$ cat src/rtl/pdcs_pkg.sv
package pdcs_pkg;

    // Life cycle of one differential pair
    typedef enum logic [1:0] {
        PAIR_RUN   = 2'd0,
        PAIR_PARK  = 2'd1,
        PAIR_REDRV = 2'd2
    } pair_st_e;

endpackage

$ cat src/rtl/pdcs_req_qual.sv
module pdcs_req_qual #(
    parameter int QUAL_EDGES = 2
) (
    input  logic clk,
    input  logic rst_n,
    input  logic req_async,
    output logic stop_o
);
    localparam int CW = $clog2(QUAL_EDGES + 1);

    typedef struct packed {
        logic          s1;
        logic          s2;
        logic [CW-1:0] cnt;
        logic          stop;
    } qual_t;

    qual_t q, d;

    always_comb begin
        d    = q;
        d.s1 = req_async;
        d.s2 = q.s1;
        if (!q.s2) begin
            d.cnt  = '0;
            d.stop = 1'b0;
        end else begin
            if (q.cnt != CW'(QUAL_EDGES)) begin
                d.cnt = q.cnt + 1'b1;
            end
            if (q.cnt >= CW'(QUAL_EDGES - 1)) begin
                d.stop = 1'b1;
            end
        end
    end

    always_ff @(posedge clk or negedge rst_n) begin
        if (!rst_n) begin
            q <= '0;
        end else begin
            q <= d;
        end
    end

    assign stop_o = q.stop;

endmodule

$ cat src/rtl/pdcs_se_lane.sv
module pdcs_se_lane (
    input  logic clk,
    input  logic rst_n,
    input  logic stop_i,
    input  logic src_i,
    output logic out_o,
    output logic run_o
);
    typedef struct packed {
        logic prev;
        logic frozen;
        logic out;
    } se_t;

    se_t q, d;
    logic rise, fall;

    always_comb begin
        rise = src_i & ~q.prev;
        fall = ~src_i & q.prev;
        d      = q;
        d.prev = src_i;
        if (q.frozen) begin
            // restart only on a rising source edge: first high is full width
            if (!stop_i && rise) begin
                d.frozen = 1'b0;
            end
        end else if (stop_i && fall) begin
            d.frozen = 1'b1;
        end
        d.out = d.frozen ? 1'b0 : src_i;
    end

    always_ff @(posedge clk or negedge rst_n) begin
        if (!rst_n) begin
            q <= '0;
        end else begin
            q <= d;
        end
    end

    assign out_o = q.out;
    assign run_o = ~q.frozen;

endmodule

$ cat src/rtl/pdcs_diff_lane.sv
module pdcs_diff_lane
    import pdcs_pkg::*;
#(
    parameter int REDRIVE_CYC = 3
) (
    input  logic clk,
    input  logic rst_n,
    input  logic stop_i,
    input  logic mode_i,
    input  logic t_src_i,
    input  logic c_src_i,
    output logic t_o,
    output logic c_o,
    output logic t_oe_o,
    output logic c_oe_o,
    output logic run_o
);
    localparam int HW = (REDRIVE_CYC > 1) ? $clog2(REDRIVE_CYC) : 1;
    localparam logic [HW-1:0] HOLD_LAST = HW'(REDRIVE_CYC - 1);

    typedef struct packed {
        pair_st_e      st;
        logic          prev_t;
        logic          prev_c;
        logic [HW-1:0] cnt;
        logic          t;
        logic          c;
        logic          t_oe;
        logic          c_oe;
    } pair_t;

    pair_t q, d;
    logic rise_t, fall_c, hold_done;

    always_comb begin
        rise_t    = t_src_i & ~q.prev_t;
        fall_c    = ~c_src_i & q.prev_c;
        hold_done = (q.cnt >= HOLD_LAST);
        d         = q;
        d.prev_t  = t_src_i;
        d.prev_c  = c_src_i;

        unique case (q.st)
            PAIR_RUN: begin
                if (stop_i && fall_c) begin
                    d.st = PAIR_PARK;
                end
            end
            PAIR_PARK: begin
                if (!stop_i) begin
                    if (mode_i) begin
                        d.st  = PAIR_REDRV;
                        d.cnt = '0;
                    end else if (rise_t) begin
                        d.st = PAIR_RUN;
                    end
                end
            end
            PAIR_REDRV: begin
                if (stop_i) begin
                    d.st = PAIR_PARK;
                end else if (hold_done && rise_t) begin
                    d.st = PAIR_RUN;
                end else if (!hold_done) begin
                    d.cnt = q.cnt + 1'b1;
                end
            end
            default: d.st = PAIR_RUN;
        endcase

        unique case (d.st)
            PAIR_PARK: begin
                d.t    = 1'b1;
                d.c    = 1'b0;
                d.t_oe = ~mode_i;
                d.c_oe = 1'b0;
            end
            PAIR_REDRV: begin
                d.t    = 1'b1;
                d.c    = 1'b0;
                d.t_oe = 1'b1;
                d.c_oe = 1'b0;
            end
            default: begin
                d.t    = t_src_i;
                d.c    = c_src_i;
                d.t_oe = 1'b1;
                d.c_oe = 1'b1;
            end
        endcase
    end

    always_ff @(posedge clk or negedge rst_n) begin
        if (!rst_n) begin
            q      <= '0;
            q.st   <= PAIR_RUN;
            q.t_oe <= 1'b1;
            q.c_oe <= 1'b1;
        end else begin
            q <= d;
        end
    end

    assign t_o    = q.t;
    assign c_o    = q.c;
    assign t_oe_o = q.t_oe;
    assign c_oe_o = q.c_oe;
    assign run_o  = (q.st == PAIR_RUN);

endmodule

$ cat src/rtl/pd_clock_stop.sv
module pd_clock_stop #(
    parameter int N_SE        = 2,
    parameter int N_DF        = 2,
    parameter int QUAL_EDGES  = 2,
    parameter int REDRIVE_CYC = 3
) (
    input  logic            clk_samp,
    input  logic            rst_n,
    input  logic            pd_req,
    input  logic [N_SE-1:0] se_src,
    input  logic [N_DF-1:0] df_t_src,
    input  logic [N_DF-1:0] df_c_src,
    input  logic [N_DF-1:0] dmode,
    output logic [N_SE-1:0] se_out,
    output logic [N_DF-1:0] df_t_out,
    output logic [N_DF-1:0] df_c_out,
    output logic [N_DF-1:0] df_t_oe,
    output logic [N_DF-1:0] df_c_oe,
    output logic            all_run
);
    logic            stop_w;
    logic [N_SE-1:0] se_run;
    logic [N_DF-1:0] df_run;

    pdcs_req_qual #(.QUAL_EDGES(QUAL_EDGES)) u_qual (
        .clk       (clk_samp),
        .rst_n     (rst_n),
        .req_async (pd_req),
        .stop_o    (stop_w)
    );

    for (genvar i = 0; i < N_SE; i++) begin : g_se
        pdcs_se_lane u_lane (
            .clk    (clk_samp),
            .rst_n  (rst_n),
            .stop_i (stop_w),
            .src_i  (se_src[i]),
            .out_o  (se_out[i]),
            .run_o  (se_run[i])
        );
    end

    for (genvar j = 0; j < N_DF; j++) begin : g_df
        pdcs_diff_lane #(.REDRIVE_CYC(REDRIVE_CYC)) u_lane (
            .clk     (clk_samp),
            .rst_n   (rst_n),
            .stop_i  (stop_w),
            .mode_i  (dmode[j]),
            .t_src_i (df_t_src[j]),
            .c_src_i (df_c_src[j]),
            .t_o     (df_t_out[j]),
            .c_o     (df_c_out[j]),
            .t_oe_o  (df_t_oe[j]),
            .c_oe_o  (df_c_oe[j]),
            .run_o   (df_run[j])
        );
    end

    assign all_run = ~stop_w & (&se_run) & (&df_run);

endmodule

$ cat config.mk
export PLATFORM = sky130hd
export DESIGN_NAME = pd_clock_stop
export DESIGN_NICKNAME = d
export VERILOG_FILES = /design/src/rtl/pdcs_pkg.sv /design/src/rtl/pdcs_req_qual.sv /design/src/rtl/pdcs_se_lane.sv /design/src/rtl/pdcs_diff_lane.sv /design/src/rtl/pd_clock_stop.sv
export SDC_FILE = /design/constraint.sdc
export NUM_CORES = 1
export LEC_CHECK = 0
export BUFFER_PORTS_ARGS = -buffer_cell sky130_fd_sc_hd__buf_2
export CAP_MARGIN = 20
export CELL_PAD_IN_SITES_DETAIL_PLACEMENT = 1
export CELL_PAD_IN_SITES_GLOBAL_PLACEMENT = 1
export CORE_AREA = 2 2 59 61
export DETAILED_ROUTE_END_ITERATION = 16
export DIE_AREA = 0 0 61 63
export GPL_ROUTABILITY_DRIVEN = 0
export PLACE_DENSITY_LB_ADDON = 0.1
export SYNTH_ARGS = -nofsm -noshare
export SYNTH_HDL_FRONTEND = slang
export SYNTH_SLANG_ARGS = --single-unit
$ cat constraint.sdc
create_clock -name clk_samp -period 5.5 [get_ports clk_samp]
set_clock_uncertainty 0.1 [all_clocks]
set_input_delay 1.1 -clock clk_samp [delete_from_list [all_inputs] [get_ports clk_samp]]
set_output_delay 1.1 -clock clk_samp [all_outputs]
set_load 0.02 [all_outputs]
Word-level counts from Yosys, hierarchy flattened
Cells that the tools add are included.
{"block": "word_totals", "out_inout_bits": 11, "reg_bits": 31}
{"block": "op_classes", "reduce_logical": 17, "n_lt_le_gt_ge": 3, "muxes": 39, "eq_ne": 21, "bitwise_logic": 23, "addsub": 3}
{"operator": "two-way mux 2 bit", "n": 23}
{"operator": "!= test 2 bit, second input constant", "n": 13}
{"operator": "one-hot mux 4 bit (2 select lines)", "n": 2}
{"operator": "inverter 1 bit", "n": 13}
{"operator": "one-hot mux 2 bit (3 select lines)", "n": 2}
{"operator": "AND reduction 6 bit", "n": 2}
{"operator": "AND 1 bit", "n": 10}
{"operator": "two-way mux 1 bit", "n": 9}
{"operator": "== test 2 x 1 -> 1 bit, second input constant", "n": 4}
{"operator": "== test 2 bit, second input constant", "n": 4}
{"operator": "logical AND 1 bit", "n": 8}
{"operator": "one-hot mux 2 bit (2 select lines)", "n": 2}
{"operator": "adder 2 x 1 -> 2 bit, second input constant", "n": 3}
{"operator": "greater-or-equal comparator 2 bit, second input constant", "n": 2}
{"operator": "logical NOT 2 bit", "n": 2}
{"operator": "AND reduction 2 bit", "n": 2}
{"operator": "nonzero test 2 bit", "n": 2}
{"operator": "two-way mux 3 bit", "n": 1}
{"operator": "greater-or-equal comparator 2 x 1 -> 1 bit, second input constant", "n": 1}
{"operator": "logical NOT 1 bit", "n": 1}

Longest topological paths before layout
Gate-level depths: netlist (run 1).
{"block": "depth", "word_depth": 8, "ltp_mapped": 8, "ltp_nobuf": 8}

Modules after synthesis
From an unflattened synthesis (run 1), not the netlist that was laid out.
{"block": "hier_totals", "cells_unflattened": 115, "hier_area_um2": 1331.3}
{"mod": "pdcs_diff_lane", "instances": 2, "seq_area_each_um2": 252.7, "cells_each": 37, "area_each_um2": 447.9}
{"mod": "pdcs_se_lane", "instances": 2, "seq_area_each_um2": 75.1, "cells_each": 12, "area_each_um2": 112.6}
{"mod": "pdcs_req_qual", "instances": 1, "seq_area_each_um2": 125.1, "cells_each": 15, "area_each_um2": 200.2}
{"mod": "pd_clock_stop", "instances": 1, "seq_area_each_um2": 0.0, "cells_each": 2, "area_each_um2": 10.0}

Worst setup path after synthesis (run 1)
Ideal clock, no wire load.
{"block": "synth_path", "path_kind": "register to output", "from": "reg u_qual.q, in the netlist u_qual.stop_o", "to": "out all_run", "path_stages_with_launch": 4, "required_ns": 4.300, "arrival_time_ns": 1.400, "path_slack_ns": 2.900, "n_path_buf": 1, "path_cell_list": "dfrtp_1 -> buf_6 -> or4_4 -> nor4_2"}
{"block": "synth_via", "elab_chain_cells": 3}
{"item": "from (decl)", "line": "pdcs_req_qual.sv:18", "rtl": "qual_t q, d;"}
{"item": "from (signal assigned)", "line": "pdcs_req_qual.sv:39", "rtl": "q <= '0;"}
{"item": "from (signal assigned)", "line": "pdcs_req_qual.sv:41", "rtl": "q <= d;"}
{"item": "inverter 1 bit", "line": "pd_clock_stop.sv:59", "rtl": "assign all_run = ~stop_w & (&se_run) & (&df_run);"}
{"item": "AND 1 bit (2 in series)", "line": "pd_clock_stop.sv:59"}
{"item": "to (decl)", "line": "pd_clock_stop.sv:19", "rtl": "output logic all_run"}
No other way between the ends.

Worst setup path in the final report (run 1)
Same ends and word-level chain as after synthesis.

==> results_dict.tcl, run 1 <==
set metrics [dict create \
    cts.sinks 31 \
    clkLatencyLatePin_ps 330 \
    vias 915 \
    grt-ovfl-total 0 \
    r2r-start "g_df[0].u_lane.q[4]" \
    synth_edf_count 0 \
    met1_usage_pct 19.5 \
    critPathCapture "all_run" \
    synth_area_per_cell_sq_um 11.3 \
    synth.top_cell.area_share_pct 47.3 \
    placedCellCount 180 \
    power_density_nw_per_um2 472 \
    reg2reg_slack_ps 3570 \
    syn_to_final_growth_pct 9.55 \
    fillers 363 \
    ioPinCount 22 \
    max-vdd-ir-drop_v 0.000149 \
    portBuffers 21 \
    antenna_left 0 \
    drive_gt1_share_pct 24.6 \
    vias_per_cell 4.87 \
    synth-simple-area-share_pct 12.5 \
    grt.busiest_layer "met2" \
    synth_top_family_by_area "compound AO/OA/AOI/OAI gates" \
    fin_crit_ps 3120 \
    grt_use_total_pct 15.8 \
    tightest_slew_ps 665 \
    ys_seq_area_share_pct 54.7 \
    arrival_ps 1920 \
    synthXorXnorAreaFrac_pct 1.23 \
    core_area_sq_um 3230 \
    cts_buffer_depth 2 \
    place_area_sq_um 1500 \
    multi_input_area_sq_um 503 \
    relSlewSlack_pct 55.7 \
    cts_root_buf "clkbuf_4" \
    antenna_cells 0 \
    finalMaxSlewViolations 0 \
    start_util_pct 44.2 \
    p_leak_nw 0.715 \
    maxCapViolCount 0 \
    async_flop_share_pct 100 \
    final_nets 160 \
    synth_area_leaders "dfrtp_1 (47%), dfstp_2 (7.4%), ha_1 (7.0%), buf_4 (5.3%), inv_1 (3.4%)" \
    syn_inst 126 \
    status "complete, no violations" \
    cp.required_ps 4300 \
    synth_compound_area_share_pct 13.1 \
    hpwl_um 1750 \
    numCtsBuffers 5 \
    finalCritPeriodShare_pct 56.6 \
    antenna_found_initial 0 \
    wl_per_cell_um 13.1 \
    fp-row-count 21 \
    synth_commonest_cells "dfrtp_1 (27), inv_1 (13), buf_4 (10)" \
    setup_viol 0 \
    cts_tree "done" \
    grt_setup_unrepaired "false" \
    yosys.area.top_type "dfrtp_1" \
    gr-usage-met3_pct 6.42 \
    met2_usage_pct 24.2 \
    drt_iter0_drc 3 \
    rr_worst_depth 7 \
    wl_um 2470 \
    area.sequential_sq_um 781 \
    critPathLaunch "u_qual.stop_o" \
    worstSetupPathType "reg -> out" \
    yosys.area_share.adder_pct 7.01 \
    hp-class "reg -> reg" \
    synth_seq_cells 31 \
    fin_area_sq_um 1560 \
    ys_types 36 \
    yosysWarningCount 0 \
    post_cts_buffers 0 \
    path_max_fanout 18 \
    fmax_mhz 321 \
    die_x_um 61 \
    dieArea_sq_um 3840 \
    grt_pass1_vias 933 \
    syn_area_sq_um 1430 \
    synthFlopType "dfrtp_1" \
    setup_tns_ps 0 \
    die_height_um 63 \
    cts_resized 0 \
    holdWs_ps 262 \
    final-hold-violation-count 0 \
    htree_levels 2 \
    syn_nets 145 \
    critPathLaunchType "flop" \
    crit_path_end_kind "output pin" \
    route.detailed.drc 0 \
    synthMuxAreaShare_pct 1.40 \
    first_pass_iters 3 \
    grt_max_degree 32 \
    path_clk_slew_ps 90 \
    stdcell_count 188 \
    r2r_end "g_df[0].u_lane.c_o" \
    grt_pass1_wl_um 4360 \
    hold_buffers 0 \
    yosys.cell_count.top_type "dfrtp_1" \
]
==> report_power, final <==
part | total, mW | switching [mW] | internal [mW]
Combinational | 0.245 | 0.137 | 0.108
Sequential | 0.344 | 0.0543 | 0.290
Clock | 0.149 | 0.0740 | 0.0751
Total | 0.738 | 0.265 | 0.473
==> cells in the final DEF, fill, tap and decap left out, types with 5 or more instances in the layout <==
master    count
dfrtp_1      27
buf_2        21
inv_1        13
ha_1          8
a21oi_1       7
nor2_1        5
o21ai_0       5
clkbuf_4      5
==> through the flow <==
stage               power, mW  utilization (%)  worst slack (ps)
finish                  0.738             48.4              2380
global placement        0.582             46.3              2800
global route            0.804             48.4              2260
floorplan               0.552                -              2900
CTS                     0.752             48.4              2350
detailed placement      0.596             46.3              2760
==> worst max-delay path, stage by stage (launching register included) <==
cell	delay [ps]
dfrtp_1	610
or4_4	620
nor4_2	150
buf_2	200
==> cell families (layout without fill, tap and decap cells) <==
family                     Yosys count  count (layout)
buffers and inverters               26              42
xor gates and xnor gates             2               2
AOI/OAI and AO/OA                   29              29
DFF                                 31              31
adders and majority gates            8               8
muxes                                2               2
and+or+nand+nor                     28              28
==> worst min path at each step <==
stage                start     endpoint  slack [ps]  cells after the start
2_1_floorplan  u_qual.d[3]  u_qual.q[3]         230                      0
3_3_place_gp   u_qual.d[3]  u_qual.q[3]         240                      0
3_5_place_dp   u_qual.d[3]  u_qual.q[3]         240                      0
4_1_cts        u_qual.d[3]  u_qual.q[3]         270                      0
5_1_grt        u_qual.d[3]  u_qual.q[3]         290                      0
6_report       u_qual.d[3]  u_qual.q[3]         260                      0
==> sequential cells by signal, summed over array words and instances (netlist names) <==
name and cells:
u_qual.q 3, g_df.u_lane.t_o 2, g_df.u_lane.t_oe_o 2, g_se.u_lane.q 4, u_qual.stop_o 1, u_qual.d 1, g_se.u_lane.out_o 2, g_df.u_lane.c_oe_o 2
g_df.u_lane.q 12, g_df.u_lane.c_o 2
==> cell type report <==
class | instances | area share, %
flip-flops and latches | 31 | 49.9
multi-input cells | 69 | 32.2
repair buffers | 21 | 6.72
clock buffers | 8 | 4.40
well taps | 46 | 3.68
inverters | 13 | 3.12
==> layer usage <==
layer,routed length (um),share of wire (%)
met1,1060,43
met2,1240,50
met3,119,4.8
met4,40,1.6
met5,0,0
Power figures use the tool's default switching activity.
==> run 2: changes to the inputs <==
Settings changed: CORE_AREA 2 2 59 61 to 2 2 64 66, DIE_AREA 0 0 61 63 to 0 0 66 68.
Clock period 5.5 ns to 2.75 ns, I/O delays scaled along.
==> results_dict.tcl, run 2 (synthesis gave the netlist of run 1 again) <==
set metrics [dict create \
    status "complete, no violations" \
    grt_pass1_vias 957 \
    path_clk_slew_ps 60 \
    path_max_fanout 6 \
    final_common_cell "dfrtp_1" \
    wl_um 2500 \
    reg2reg_slack_ps 850 \
    crit_path_end_kind "output pin" \
    grt_setup_unrepaired "false" \
    drive_gt1_share_pct 25.2 \
    r2r-start "g_df[0].u_lane.q[4]" \
    rr_worst_depth 8 \
    top_register "g_df.u_lane.q" \
    maxCapViolCount 0 \
    tightest_slew_ps 691 \
    setup_viol 0 \
    die_height_um 68 \
    worstSetupPathType "reg -> out" \
    grt_pass1_wl_um 4280 \
    cts_tree "done" \
    fmax_mhz 440 \
    grt-ovfl-total 0 \
    wl_per_cell_um 13.0 \
    syn_to_final_growth_pct 12.6 \
    hp-class "in -> async" \
    r2r_end "g_df[0].u_lane.t_oe_o" \
    post_cts_buffers 0 \
    route.detailed.drc 0 \
    critPathLaunchType "flop" \
    finalMaxSlewViolations 0 \
    drt_iter0_drc 23 \
    fin_crit_ps 2270 \
    worst_path_max_delay_cell "or4_4" \
    vias_per_cell 4.81 \
    placedCellCount 185 \
    first_pass_iters 4 \
    antenna_left 0 \
    hold_buffers 0 \
    dieArea_sq_um 4490 \
    antenna_found_initial 0 \
    worst-path-buf-inv 1 \
    stdcell_count 193 \
    cts_resized 0 \
    numCtsBuffers 5 \
    start_util_pct 37.0 \
    largest_reg_flops 12 \
    die_x_um 66 \
    hpwl_um 1840 \
    max-vdd-ir-drop_v 0.000277 \
    place_area_sq_um 1510 \
    slowest_delay_ps 530 \
    cp.required_ps 2100 \
    ioPinCount 22 \
    cts_root_buf "clkbuf_8" \
    cp_top_family "simple AND/OR/NAND/NOR gates" \
    power_density_nw_per_um2 975 \
    grt_max_degree 32 \
    cts.sinks 31 \
    finalPower_mw 1.57 \
    finalCritPeriodShare_pct 82.6 \
    clkLatencyLatePin_ps 280 \
    relSlewSlack_pct 53.9 \
    cts_buffer_depth 2 \
    path_cells "or4_4 > nor4_2 > buf_2" \
    final-hold-violation-count 0 \
    portBuffers 21 \
    grt_use_total_pct 13.5 \
    p_leak_nw 0.733 \
    arrival_ps 1620 \
    htree_levels 2 \
    final_cell_mix "dfrtp_1 (27), buf_2 (21), inv_1 (13), ha_1 (8)" \
    vias 929 \
    final_nets 161 \
    fin_area_sq_um 1610 \
    setup_tns_ps 0 \
    antenna_cells 0 \
    fp-row-count 23 \
    top_regs "g_df.u_lane.q: 12 flops, g_se.u_lane.q: 4 flops, u_qual.q: 3 flops" \
    core_area_sq_um 3860 \
]
[run 2: power by group]
part	switching [mW]	internal (mW)
clock network	0.160	0.228
registers	0.0840	0.581
logic	0.295	0.220
[run 2: cell type report]
| type | instances | area, sq um |
|---|---|---|
| repair buffers | 22 | 113 |
| clock buffers | 8 | 100 |
| inverters | 13 | 48.8 |
| fillers | 443 | 2250 |
| flip-flops and latches | 31 | 781 |
| well taps | 50 | 62.6 |
| multi-input cells | 69 | 503 |
[run 2: worst max path at each step]
stage	start	to	slack, ps	depth (start not counted)
after detailed placement	g_df[1].u_lane.q[9]	all_run	770	3
after global routing	g_df[1].u_lane.q[9]	all_run	420	3
after global placement	g_df[1].u_lane.q[9]	all_run	770	3
after CTS	g_df[1].u_lane.q[9]	all_run	450	3
final	g_df[1].u_lane.q[9]	all_run	480	3
after floorplan	u_qual.stop_o	all_run	700	3
[run 2: per-layer routing]
layer	track usage [%]	wire, um	up-vias
met4	9.18	61	0
met3	5.10	109	4
met2	21.5	1210	13
met5	0	0	-
li1	-	-	445
met1	15.1	1120	467
[run 2: per-stage QoR]
step | hold WS, ps | setup slack [ps] | utilization (%)
6_report | 209 | 478 | 41.7
5_1_grt | 256 | 421 | 41.7
4_1_cts | 237 | 450 | 41.7
3_5_place_dp | 237 | 771 | 39.1
3_3_place_gp | 238 | 769 | 39.1
2_1_floorplan | 154 | 700 | -
==> run 3: changes to the inputs <==
Settings changed: ABC_AREA set to 1, CORE_AREA 2 2 64 66 to 2 2 65 67, DIE_AREA 0 0 66 68 to 0 0 67 69.
Clock period 2.75 ns to 1.95 ns, I/O delays scaled along.
==> results_dict.tcl, run 3 <==
set metrics [dict create \
    status "complete, no violations" \
    synth_area_per_cell_sq_um 9.18 \
    cts.sinks 31 \
    tightest_slew_ps 713 \
    hold_buffers 0 \
    setup_viol 0 \
    arrival_ps 1280 \
    final_nets 197 \
    critPathCapture "all_run" \
    cts_tree "done" \
    maxCapViolCount 0 \
    synth_commonest_cells "nand2_1 (28), dfrtp_1 (27), nor2_1 (19)" \
    ioPinCount 22 \
    route.detailed.drc 0 \
    path_cells "inv_2 > nand4_1 > nor2_1 > buf_2" \
    rr_worst_depth 7 \
    final_cell_mix "nand2_1 (28), dfrtp_1 (27), buf_2 (21), nor2_1 (19), inv_1 (17)" \
    syn_inst 159 \
    finalMaxSlewViolations 0 \
    path_clk_slew_ps 70 \
    largest_reg_flops 12 \
    p_int_mw 1.55 \
    final-hold-violation-count 0 \
    power_frac_seq_pct 38.0 \
    top_regs "g_df.u_lane.q: 12 flops, g_se.u_lane.q: 4 flops, u_qual.q: 3 flops" \
    drive_gt1_share_pct 29.1 \
    ys_types 22 \
    grt_max_degree 32 \
    syn_area_sq_um 1460 \
    pwr-share-comb_pct 35.1 \
    wl_per_cell_um 12.7 \
    yosys.cell_count.top_type "nand2_1" \
    yosys.area.top_type "dfrtp_1" \
    setup_tns_ps 0 \
    switchingPower_uw 922 \
    htree_levels 2 \
    synth.top_cell.area_share_pct 46.3 \
    die_height_um 69 \
    first_pass_iters 2 \
    path_max_fanout 6 \
    sw_frac_of_total_pct 37.3 \
    antenna_cells 0 \
    critPathLaunch "g_df[0].u_lane.q[9]" \
    wl_met2_um 1530 \
    grt_pass1_wl_um 5230 \
    drt_iter0_drc 31 \
    pwr-share-clk_pct 27.0 \
    grt_setup_unrepaired "false" \
    worst_path_max_delay_cell "dfrtp_1" \
    syn_nets 178 \
    met1Wirelength_um 1190 \
    relSlewSlack_pct 52.5 \
    synth_edf_count 0 \
    vias_per_cell 4.64 \
    cp.required_ps 1460 \
    grt_use_total_pct 15.2 \
    vias 1062 \
    clkLatencyLatePin_ps 290 \
    worstSetupPathType "reg -> out" \
    hp-class "in -> async" \
    fillers 484 \
    p_leak_nw 0.867 \
    synth_area_leaders "dfrtp_1 (46%), dfstp_2 (7.2%), nand2_1 (7.2%), ha_1 (6.9%), buf_4 (5.1%)" \
    async_flop_share_pct 100 \
    holdWs_ps 48.6 \
    cts_resized 0 \
    antenna_left 0 \
    slowest_delay_ps 470 \
    antenna_found_initial 0 \
    grt-ovfl-total 0 \
    fmax_mhz 565 \
    top_register "g_df.u_lane.q" \
    numCtsBuffers 5 \
    start_util_pct 37.3 \
    fin_crit_ps 1770 \
    r2r_end "g_df[1].u_lane.t_oe_o" \
    final_common_cell "nand2_1" \
    post_cts_buffers 0 \
    synthFlopType "dfrtp_1" \
    finalCritPeriodShare_pct 90.8 \
    highest_layer "met4" \
    wl_um 2910 \
    synth_seq_cells 31 \
    hpwl_um 2130 \
    fp-row-count 23 \
    max-vdd-ir-drop_v 0.000482 \
    reg2reg_slack_ps 200 \
    crit_path_end_kind "output pin" \
    cts_root_buf "clkbuf_8" \
    dieArea_sq_um 4620 \
    power_density_nw_per_um2 1470 \
    cts_buffer_depth 2 \
    ys_seq_area_share_pct 53.5 \
    core_area_sq_um 3910 \
    syn_to_final_growth_pct 14.9 \
    portBuffers 21 \
    die_x_um 67 \
    grt_pass1_vias 1176 \
    r2r-start "g_df[1].u_lane.q[4]" \
    critPathLaunchType "flop" \
    yosysWarningCount 0 \
    met3_length_um 112 \
]
## run 3: cell count changes after synthesis, sizes merged, moves of 3 or more
cell | previous run | this run
o21a | 3 | 0
nand2b | 4 | 0
and2 | 3 | 0
nor2 | 5 | 21
nand4 | 0 | 3
inv | 13 | 25
nand2 | 3 | 33
nor2b | 4 | 0
a21oi | 7 | 3
nand3 | 1 | 12
## run 3: layout make-up
cell class                      instances  area, sq um  area share (%)
Sequential cell                        31          781            46.5
Multi-Input combinational cell         93          510            30.4
Timing Repair Buffer                   22          113            6.71
Inverter                               25         93.8            5.59
Clock buffer                            6         82.6            4.92
Tap cell                               50         62.6            3.73
Clock inverter                          2         35.0            2.09
## run 3: how the worst min path moves through the flow
| stage | end | startpoint |
|---|---|---|
| global route | g_df[0].u_lane.q[8] | rst_n |
| detailed placement | u_qual.q[3] | u_qual.d[3] |
| floorplan | g_df[0].u_lane.c_o | rst_n |
| CTS | g_df[0].u_lane.q[8] | rst_n |
| global placement | u_qual.q[3] | u_qual.d[3] |
| finish | g_df[0].u_lane.q[7] | rst_n |
## run 3: kinds of logic after synthesis
kind of cell	synth area share (%)
simple gates	21.3
buf+inv	11.6
flops	53.5
compound gates	6.77
fa+ha+maj	6.86
## run 3: metrics by stage
stage,utilization (%),instance area (sq um),instances,setup WS (ps),power (mW)
finish,42.9,1680,229,180,2.47
global route,42.9,1680,229,54.5,2.69
CTS,42.9,1680,229,175,2.52
detailed placement,39.9,1560,221,157,1.83
global placement,39.9,1560,221,143,1.78
floorplan,-,1460,159,348,1.65
## run 3: per-layer routing
layer  up-vias  GRT usage, %
met3         7          4.73
li1        526             -
met1       515          16.9
met2        14          25.7
met5         -             0
met4         0          7.48
## run 3: power by group through the flow
stage	Clock [mW]	Combinational [mW]	Sequential (mW)
finish	0.667	0.866	0.938
global route	0.720	1.01	0.964
CTS	0.692	0.890	0.941
detailed placement	0	0.879	0.951
global placement	0	0.845	0.939
floorplan	0	0.719	0.929
## run 3: worst max-delay path, delay by kind of cell (launching register included)
family	cells	cell delay, ps
buf+inv	2	310
simple gates	2	220
flops	1	470
